<file path="config.mk">
export PLATFORM = sky130hd
export DESIGN_NAME = adc_seq_ctrl
export DESIGN_NICKNAME = d
export VERILOG_FILES = /design/src/rtl/adc_seq_pkg.sv /design/src/rtl/adc_prescaler.sv /design/src/rtl/adc_sar_seq.sv /design/src/rtl/adc_seq_ctrl.sv
export SDC_FILE = /design/constraint.sdc
export NUM_CORES = 1
export LEC_CHECK = 0
export BUFFER_PORTS_ARGS = -buffer_cell sky130_fd_sc_hd__buf_2
export CAP_MARGIN = 40
export CORE_AREA = 2 2 97 109
export CTS_CLUSTER_DIAMETER = 40
export DETAILED_ROUTE_END_ITERATION = 12
export DIE_AREA = 0 0 99 111
export MAX_ROUTING_LAYER = met4
export SLEW_MARGIN = 20
export SYNTH_ARGS = -nofsm -noshare
export SYNTH_HDL_FRONTEND = slang
export SYNTH_HIERARCHICAL = 1
export SYNTH_SLANG_ARGS = --single-unit
</file>
<file path="constraint.sdc">
create_clock -name clk -period 4.3 [get_ports clk]
set_input_delay 0.215 -clock clk [delete_from_list [all_inputs] [get_ports clk]]
set_output_delay 0.215 -clock clk [all_outputs]
set_load 0.1 [all_outputs]
</file>
<file path="src/rtl/adc_seq_pkg.sv">
package adc_seq_pkg;
  parameter int unsigned ADC_RES_W  = 10;
  parameter int unsigned NORM_SH    = 2;   // converter cycle holding the mid-cycle sample
  parameter int unsigned NORM_LAST  = 13;
  parameter int unsigned FIRST_SH   = 14;
  parameter int unsigned FIRST_LAST = 25;
  typedef logic [ADC_RES_W-1:0] adc_code_t;
endpackage

</file>
<file path="src/rtl/adc_prescaler.sv">
module adc_prescaler #(
  parameter int unsigned CNT_W = 7,
  parameter int unsigned SEL_W = 3
) (
  input  logic             clk,
  input  logic             rst_n,
  input  logic             en_i,
  input  logic [SEL_W-1:0] sel_i,
  output logic             rise_o,
  output logic             fall_o
);
  localparam int unsigned DIV_W = CNT_W + 1;

  logic [CNT_W-1:0] cnt_q;
  logic [SEL_W-1:0] shift;
  logic [DIV_W-1:0] div, half, cnt_x;

  always_comb begin
    shift  = (sel_i == '0) ? SEL_W'(1) : sel_i;
    div    = DIV_W'(1) << shift;
    half   = div >> 1;
    cnt_x  = {1'b0, cnt_q};
    rise_o = en_i && (cnt_x >= div - DIV_W'(1));
    fall_o = en_i && (cnt_x == half - DIV_W'(1));
  end

  always_ff @(posedge clk or negedge rst_n) begin
    if (!rst_n)      cnt_q <= '0;
    else if (!en_i)  cnt_q <= '0;
    else if (rise_o) cnt_q <= '0;
    else             cnt_q <= cnt_q + CNT_W'(1);
  end

  // the rising and falling ticks of the converter clock never coincide
  p_tick_excl_r1: assert property (@(posedge clk) disable iff (!rst_n)
    rise_o |-> !fall_o);
endmodule

</file>
<file path="src/rtl/adc_sar_seq.sv">
module adc_sar_seq
  import adc_seq_pkg::*;
#(
  parameter int unsigned RES_W = ADC_RES_W,
  parameter int unsigned CYC_W = 5
) (
  input  logic             clk,
  input  logic             rst_n,
  input  logic             en_i,
  input  logic             rise_i,
  input  logic             fall_i,
  input  logic             go_i,
  input  logic             first_i,
  input  logic             cmp_i,
  output logic             busy_o,
  output logic             launch_o,
  output logic             done_o,
  output logic             sh_o,
  output logic [RES_W-1:0] sar_o
);
  localparam logic [RES_W-1:0] MSB = {1'b1, {(RES_W-1){1'b0}}};

  logic             busy_q, long_q, sh_q;
  logic [CYC_W-1:0] cyc_q, sh_c, last_c;
  logic [RES_W-1:0] sar_q, mask_q;
  logic             sample_t, decide_t;

  always_comb begin
    sh_c     = long_q ? CYC_W'(FIRST_SH)   : CYC_W'(NORM_SH);
    last_c   = long_q ? CYC_W'(FIRST_LAST) : CYC_W'(NORM_LAST);
    launch_o = en_i && !busy_q && go_i && rise_i;
    done_o   = busy_q && rise_i && (cyc_q == last_c);
    sample_t = busy_q && fall_i && (cyc_q == sh_c);
    decide_t = busy_q && rise_i && (mask_q != '0) && (cyc_q > sh_c);
  end

  always_ff @(posedge clk or negedge rst_n) begin
    if (!rst_n) begin
      busy_q <= 1'b0; long_q <= 1'b0; sh_q <= 1'b0;
      cyc_q  <= '0;   sar_q  <= '0;   mask_q <= '0;
    end else if (!en_i) begin
      busy_q <= 1'b0; sh_q <= 1'b0;
      cyc_q  <= '0;   sar_q <= '0;   mask_q <= '0;
    end else begin
      sh_q <= sample_t;
      if (launch_o) begin
        busy_q <= 1'b1;
        cyc_q  <= CYC_W'(1);
        long_q <= first_i;
      end else if (done_o) begin
        busy_q <= 1'b0;
        cyc_q  <= '0;
      end else if (busy_q && rise_i) begin
        cyc_q  <= cyc_q + CYC_W'(1);
      end
      if (sample_t) begin
        sar_q  <= MSB;
        mask_q <= MSB;
      end else if (decide_t) begin
        sar_q  <= (cmp_i ? sar_q : (sar_q & ~mask_q)) | (mask_q >> 1);
        mask_q <= mask_q >> 1;
      end
    end
  end

  assign busy_o = busy_q;
  assign sh_o   = sh_q;
  assign sar_o  = sar_q;

  // the sample strobe only appears inside a running conversion
  p_sh_busy_r3: assert property (@(posedge clk) disable iff (!rst_n)
    sh_q |-> busy_q);
  // exactly one trial bit under test at a time
  p_mask_onehot_r5: assert property (@(posedge clk) disable iff (!rst_n)
    $onehot0(mask_q));
endmodule

</file>
<file path="src/rtl/adc_seq_ctrl.sv">
module adc_seq_ctrl
  import adc_seq_pkg::*;
#(
  parameter int unsigned RES_W  = ADC_RES_W,
  parameter int unsigned SEL_W  = 3,
  parameter int unsigned CNT_W  = 7,
  parameter int unsigned CHAN_W = 4,
  parameter int unsigned REF_W  = 2
) (
  input  logic              clk,
  input  logic              rst_n,
  input  logic              en_i,
  input  logic              start_set_i,
  input  logic              flag_clr_i,
  input  logic [SEL_W-1:0]  div_sel_i,
  input  logic [CHAN_W-1:0] chan_sel_i,
  input  logic [REF_W-1:0]  ref_sel_i,
  input  logic              cmp_i,
  output logic              start_o,
  output logic              flag_o,
  output logic [RES_W-1:0]  result_o,
  output logic [RES_W-1:0]  dac_code_o,
  output logic              sh_o,
  output logic [CHAN_W-1:0] chan_o,
  output logic [REF_W-1:0]  ref_o
);
  localparam int unsigned CYC_W = $clog2(FIRST_LAST + 1);

  logic              rise, fall, busy, launch, done;
  logic              start_q, flag_q, first_q;
  logic [RES_W-1:0]  sar, result_q;
  logic [CHAN_W-1:0] chan_q;
  logic [REF_W-1:0]  ref_q;

  adc_prescaler #(.CNT_W(CNT_W), .SEL_W(SEL_W)) u_div (
    .clk(clk), .rst_n(rst_n), .en_i(en_i), .sel_i(div_sel_i),
    .rise_o(rise), .fall_o(fall)
  );

  adc_sar_seq #(.RES_W(RES_W), .CYC_W(CYC_W)) u_seq (
    .clk(clk), .rst_n(rst_n), .en_i(en_i), .rise_i(rise), .fall_i(fall),
    .go_i(start_q), .first_i(first_q), .cmp_i(cmp_i),
    .busy_o(busy), .launch_o(launch), .done_o(done), .sh_o(sh_o), .sar_o(sar)
  );

  always_ff @(posedge clk or negedge rst_n) begin
    if (!rst_n) begin
      start_q  <= 1'b0;
      flag_q   <= 1'b0;
      first_q  <= 1'b1;
      result_q <= '0;
      chan_q   <= '0;
      ref_q    <= '0;
    end else begin
      if (!en_i)            start_q <= 1'b0;
      else if (done)        start_q <= 1'b0;
      else if (start_set_i) start_q <= 1'b1;

      if (done)            flag_q <= 1'b1;
      else if (flag_clr_i) flag_q <= 1'b0;

      if (!en_i)     first_q <= 1'b1;
      else if (done) first_q <= 1'b0;

      if (done) result_q <= sar;
      if (launch) begin
        chan_q <= chan_sel_i;
        ref_q  <= ref_sel_i;
      end
    end
  end

  assign start_o    = start_q;
  assign flag_o     = flag_q;
  assign result_o   = result_q;
  assign dac_code_o = sar;
  assign chan_o     = chan_q;
  assign ref_o      = ref_q;

  // the request is gone on the edge the flag rises
  p_req_clear_r6: assert property (@(posedge clk) disable iff (!rst_n)
    $rose(flag_q) |-> !start_q);
  // the result only moves together with a set flag
  p_result_write_r6: assert property (@(posedge clk) disable iff (!rst_n)
    !$stable(result_q) |-> flag_q);
  // flag holds without a clear
  p_flag_hold_r7: assert property (@(posedge clk) disable iff (!rst_n)
    flag_q && !flag_clr_i |=> flag_q);
  // disable leaves nothing running or pending
  p_off_idle_r8: assert property (@(posedge clk) disable iff (!rst_n)
    !en_i |=> !busy && !start_q);
  // latched selections hold through a conversion
  p_sel_hold_r9: assert property (@(posedge clk) disable iff (!rst_n)
    busy && $past(busy) |-> $stable(chan_q) && $stable(ref_q));
endmodule

</file>
==> metrics.md <==
| Metric | Value |
|---|---|
| Status | finished, final reports clean |
| Share of the yosys chip area belonging to registers | 46.53% |
| Hold Fails Final Rpt | 0 |
| DP HPWL | between 4 and 5 mm |
| Worst-margin pin slew | 0.7400 ns |
| Biggest area consumer among synthesized cells | dfrtp_1 |
| IO Pins | 44 |
| Clock buffer depth | 2 |
| Post-synth top cells | dfrtp_1 (53), ha_1 (16), nand2_1 (16) |
| Placeable Area | 10000 um2 |
| GRT Total Usage | 11.88% |
| Placed Cells incl. Taps | around 410 |
| Starting Density | 29.06% |
| Diodes inserted | 0 |
| Detail Route Antenna Nets | 0 |
| Row cnt | 39 |
| Worst Path Arrival | 3.44 ns |
| Reg2Reg Launch Point | u_div/cnt_q[0]$_DFF_PN0_ |
| Worst-path clk slew | 0.07 ns |
| Final period util | 75.81% |
| Largest family of logic cells by synthesized area | simple AND/OR/NAND/NOR gates |
| Die Wd | 99 um |
| Wire per inst | ~14 um |
| Yosys warns | 6 |
| CTS buffer count | 5 |
| Post-Synth Simple-Gate Area | about 16% |
| Clock Latency Late Sink | 0.29 ns |
| Distinct cell type count after synthesis | 56 |
| DR pass1 iterations | 4 |
| Number of synthesized register bits | 54 |
| Largest net degree at the start of global routing | 55 |
| Compound-gate portion of the synthesized area | 14.81% |
| GRT Residual Overflow | 0 |
| Final wirelength | about 6 mm |
| Unrepaired setup endpoints after global routing | no |
| # nets final | approximately 330 |
| Fin Hold WS | 0.04418 ns |
| Dpl cell area | approximately 3200 um2 |
| Share of layout cells above drive strength 1 | between 20% and 30% |
| Max cap viols | 0 |
| Lkg Pwr | 1.657 nW |
| CP Buf/Inv Count | 3 |
| Mapped Cells | between 200 and 300 |
| Sink Count | 54 |
| EDFF count, synth | 0 |
| Setup violations, final | 0 |
| Slowest cell delay on critical path | 0.59 ns |
| Most frequent cell after synthesis | dfrtp_1 |
| H-tree depth | 2 |
| Clock skew | 0.005216 ns |
| PD cells | 353.1 nW/um2 |
| Upper clock frequency limit | 306.8 MHz |
| Hold Path Class | input port to async pin |
| Root Buffer | clkbuf_16 |
| Critical Path Source | div_sel_i[2] |
| Critical Path End Type | flop |
| Syn Area/Cell | between 10 and 15 um2 |
| Via count | about 2.1k |
| Req. time, crit path | 4.48 ns |
| Drt drc | 0 |
| Normalized max-slew margin | 50.48% |
| Sum Neg Setup Slack | 0 ns |
| Post-synthesis mux area share | 7.103% |
| Port Buf Inserts | 43 |
| Hold_buf cts | 0 |
| Area share of the largest cell type after synthesis | 45.63% |
| Fraction of synthesized cell area in xor and xnor cells | under 10% |
| Gpl congestion | slightly below 0.8 |
| Setup bufs post-CTS | 0 |
| Fin. max-slew vios | 0 |
| Total power | 1.193 mW |
| CP max FO | 15 |
| Post-cts resize count | 0 |
| Synth area leaders | dfrtp_1 (46%), ha_1 (6.9%), mux2_4 (3.6%) |
| Final instance area | 3377 um2 |
| Syn Std Cell Area | 2907 um2 |
| Family with the most delay on the worst path | simple AND/OR/NAND/NOR gates |
| Die Span Y | 111 um |
| Startpoint Class | input port |
| Critical path type | input port to flop |
| First-pass GRT wire length | 10.52 mm |
| Min cycle time layout | 3.260 ns |
| VDD IR max | 0.0002661 V |
| Main synth FF type | dfrtp_1 |
| Synth-to-Final Area Change | 16.19% |
| Worst path cell trace | buf_2 -> inv_2 -> nand2_1 -> ha_1 -> ha_1 -> a21o_1 -> a31oi_2 -> nor3_4 -> and2_1 -> nand2_2 -> or4_1 -> inv_2 -> mux2_2 |
| Antenna violations before repair | 0 |
| Post-Synth Adder-Cell Area | 6.888% |
| Finished Layout Cells | 420 |
| Critical-path top delay cell | or4_1 |
| Die ar. | 10990 um2 |
| CTS tree | done |
| Synth async-reset ratio | 100.0% |
| 1st-iter DRT viols | approximately 100 |
| Vias in the first global route | around 2.1k |
| DR vias/cell | approximately 5.1 |
==> worst register-to-register path, stage by stage, from the launching register on <==
cell	delay, ns
dfrtp_1	0.47
inv_1	0.07
ha_1	0.27
nand2b_1	0.10
a21o_1	0.12
a31oi_2	0.11
nor3_4	0.32
and2_1	0.23
nand2_2	0.12
or4_1	0.59
inv_2	0.34
mux2_2	0.38
==> cell families (layout without fill, tap and decap cells) <==
family                   count (synthesis)  count (layout)
flip-flops                              54              54
XOR/XNOR                                13              13
multiplexers                            16              16
AND/OR/NAND/NOR                         77              77
adder cells (fa/ha/maj)                 16              16
buffers and inverters                   23              65
AO/OA/AOI/OAI                           54              54
other                                    1               2
==> power breakdown <==
part,internal (mW),switching (mW),leakage (nW)
clock,0.276,0.183,0.0842
combinational,0.0498,0.145,0.832
sequential,0.525,0.0139,0.741
==> per-stage QoR <==
step / setup slack [ns] / util [%]
detailed placement: 0.7234 / 32.07
global placement: 0.8341 / 32.07
finish: 1.040 / 33.76
global route: 0.8022 / 33.76
CTS: 1.021 / 33.76
floorplan: 1.111 / -
==> sequential cells by signal (all words and copies together), names as in the netlist <==
signal,count
result_o,10
u_seq/busy_o,1
u_seq/mask_q,10
u_div/cnt_q,7
start_o,1
u_seq/sar_o,10
u_seq/long_q,1
chan_o,4
ref_o,2
u_seq/sh_o,1
first_q,1
flag_o,1
u_seq/cyc_q,5
==> layout by cell type, fill, tap and decap left out, types with 3 or more instances in the layout <==
master	synthesis	layout
a31oi_1	4	4
nand2b_1	3	3
inv_1	9	9
nor3b_1	5	5
nor2_1	12	12
xnor2_1	8	8
buf_2	3	43
clkbuf_16	0	5
o21ai_0	5	5
a21oi_1	8	8
nand2_1	16	16
nand3_1	15	15
dfrtp_1	53	53
nand4_1	5	5
o21ai_1	4	4
mux2_2	9	9
inv_2	4	4
a22o_1	9	9
ha_1	16	16
mux2_4	7	7
xor2_1	4	4
a32o_1	9	9
==> area by class of cell <==
cell class	count	area, um2
fillers	1024	6626
well taps	123	153.9
clock inverters	3	43.79
clock buffers	5	125.1
repair buffers	44	222.7
flip-flops and latches	54	1353
multi-input cells	178	1430
inverters	13	48.80
==> worst paths after layout <==
check | to | slack (ns) | depth (start not counted)
min reg2reg | first_q$_DFFE_PN1P_ | 0.48 | 2
max reg2reg | result_o[4]$_DFFE_PN0P_ | 1.08 | 11
min | u_seq/sar_o[0]$_DFFE_PN0P_ | 0.04 | 2
max in group asynchronous | u_seq/cyc_q[3]$_DFFE_PN0P_ | 3.80 | 2
min in group clk | chan_o[3]$_DFFE_PN0P_ | 0.15 | 2
max | result_o[4]$_DFFE_PN0P_ | 1.04 | 13
==> per-layer routing <==
metal	GRT usage [%]	vias to the layer above	share of wire, %
li1	-	1017	-
met1	15.84	1055	46
met2	18.74	45	48
met3	2.144	5	4.5
met4	3.105	0	0.81
met5	-	-	0
(Power assumes the default switching activity.)
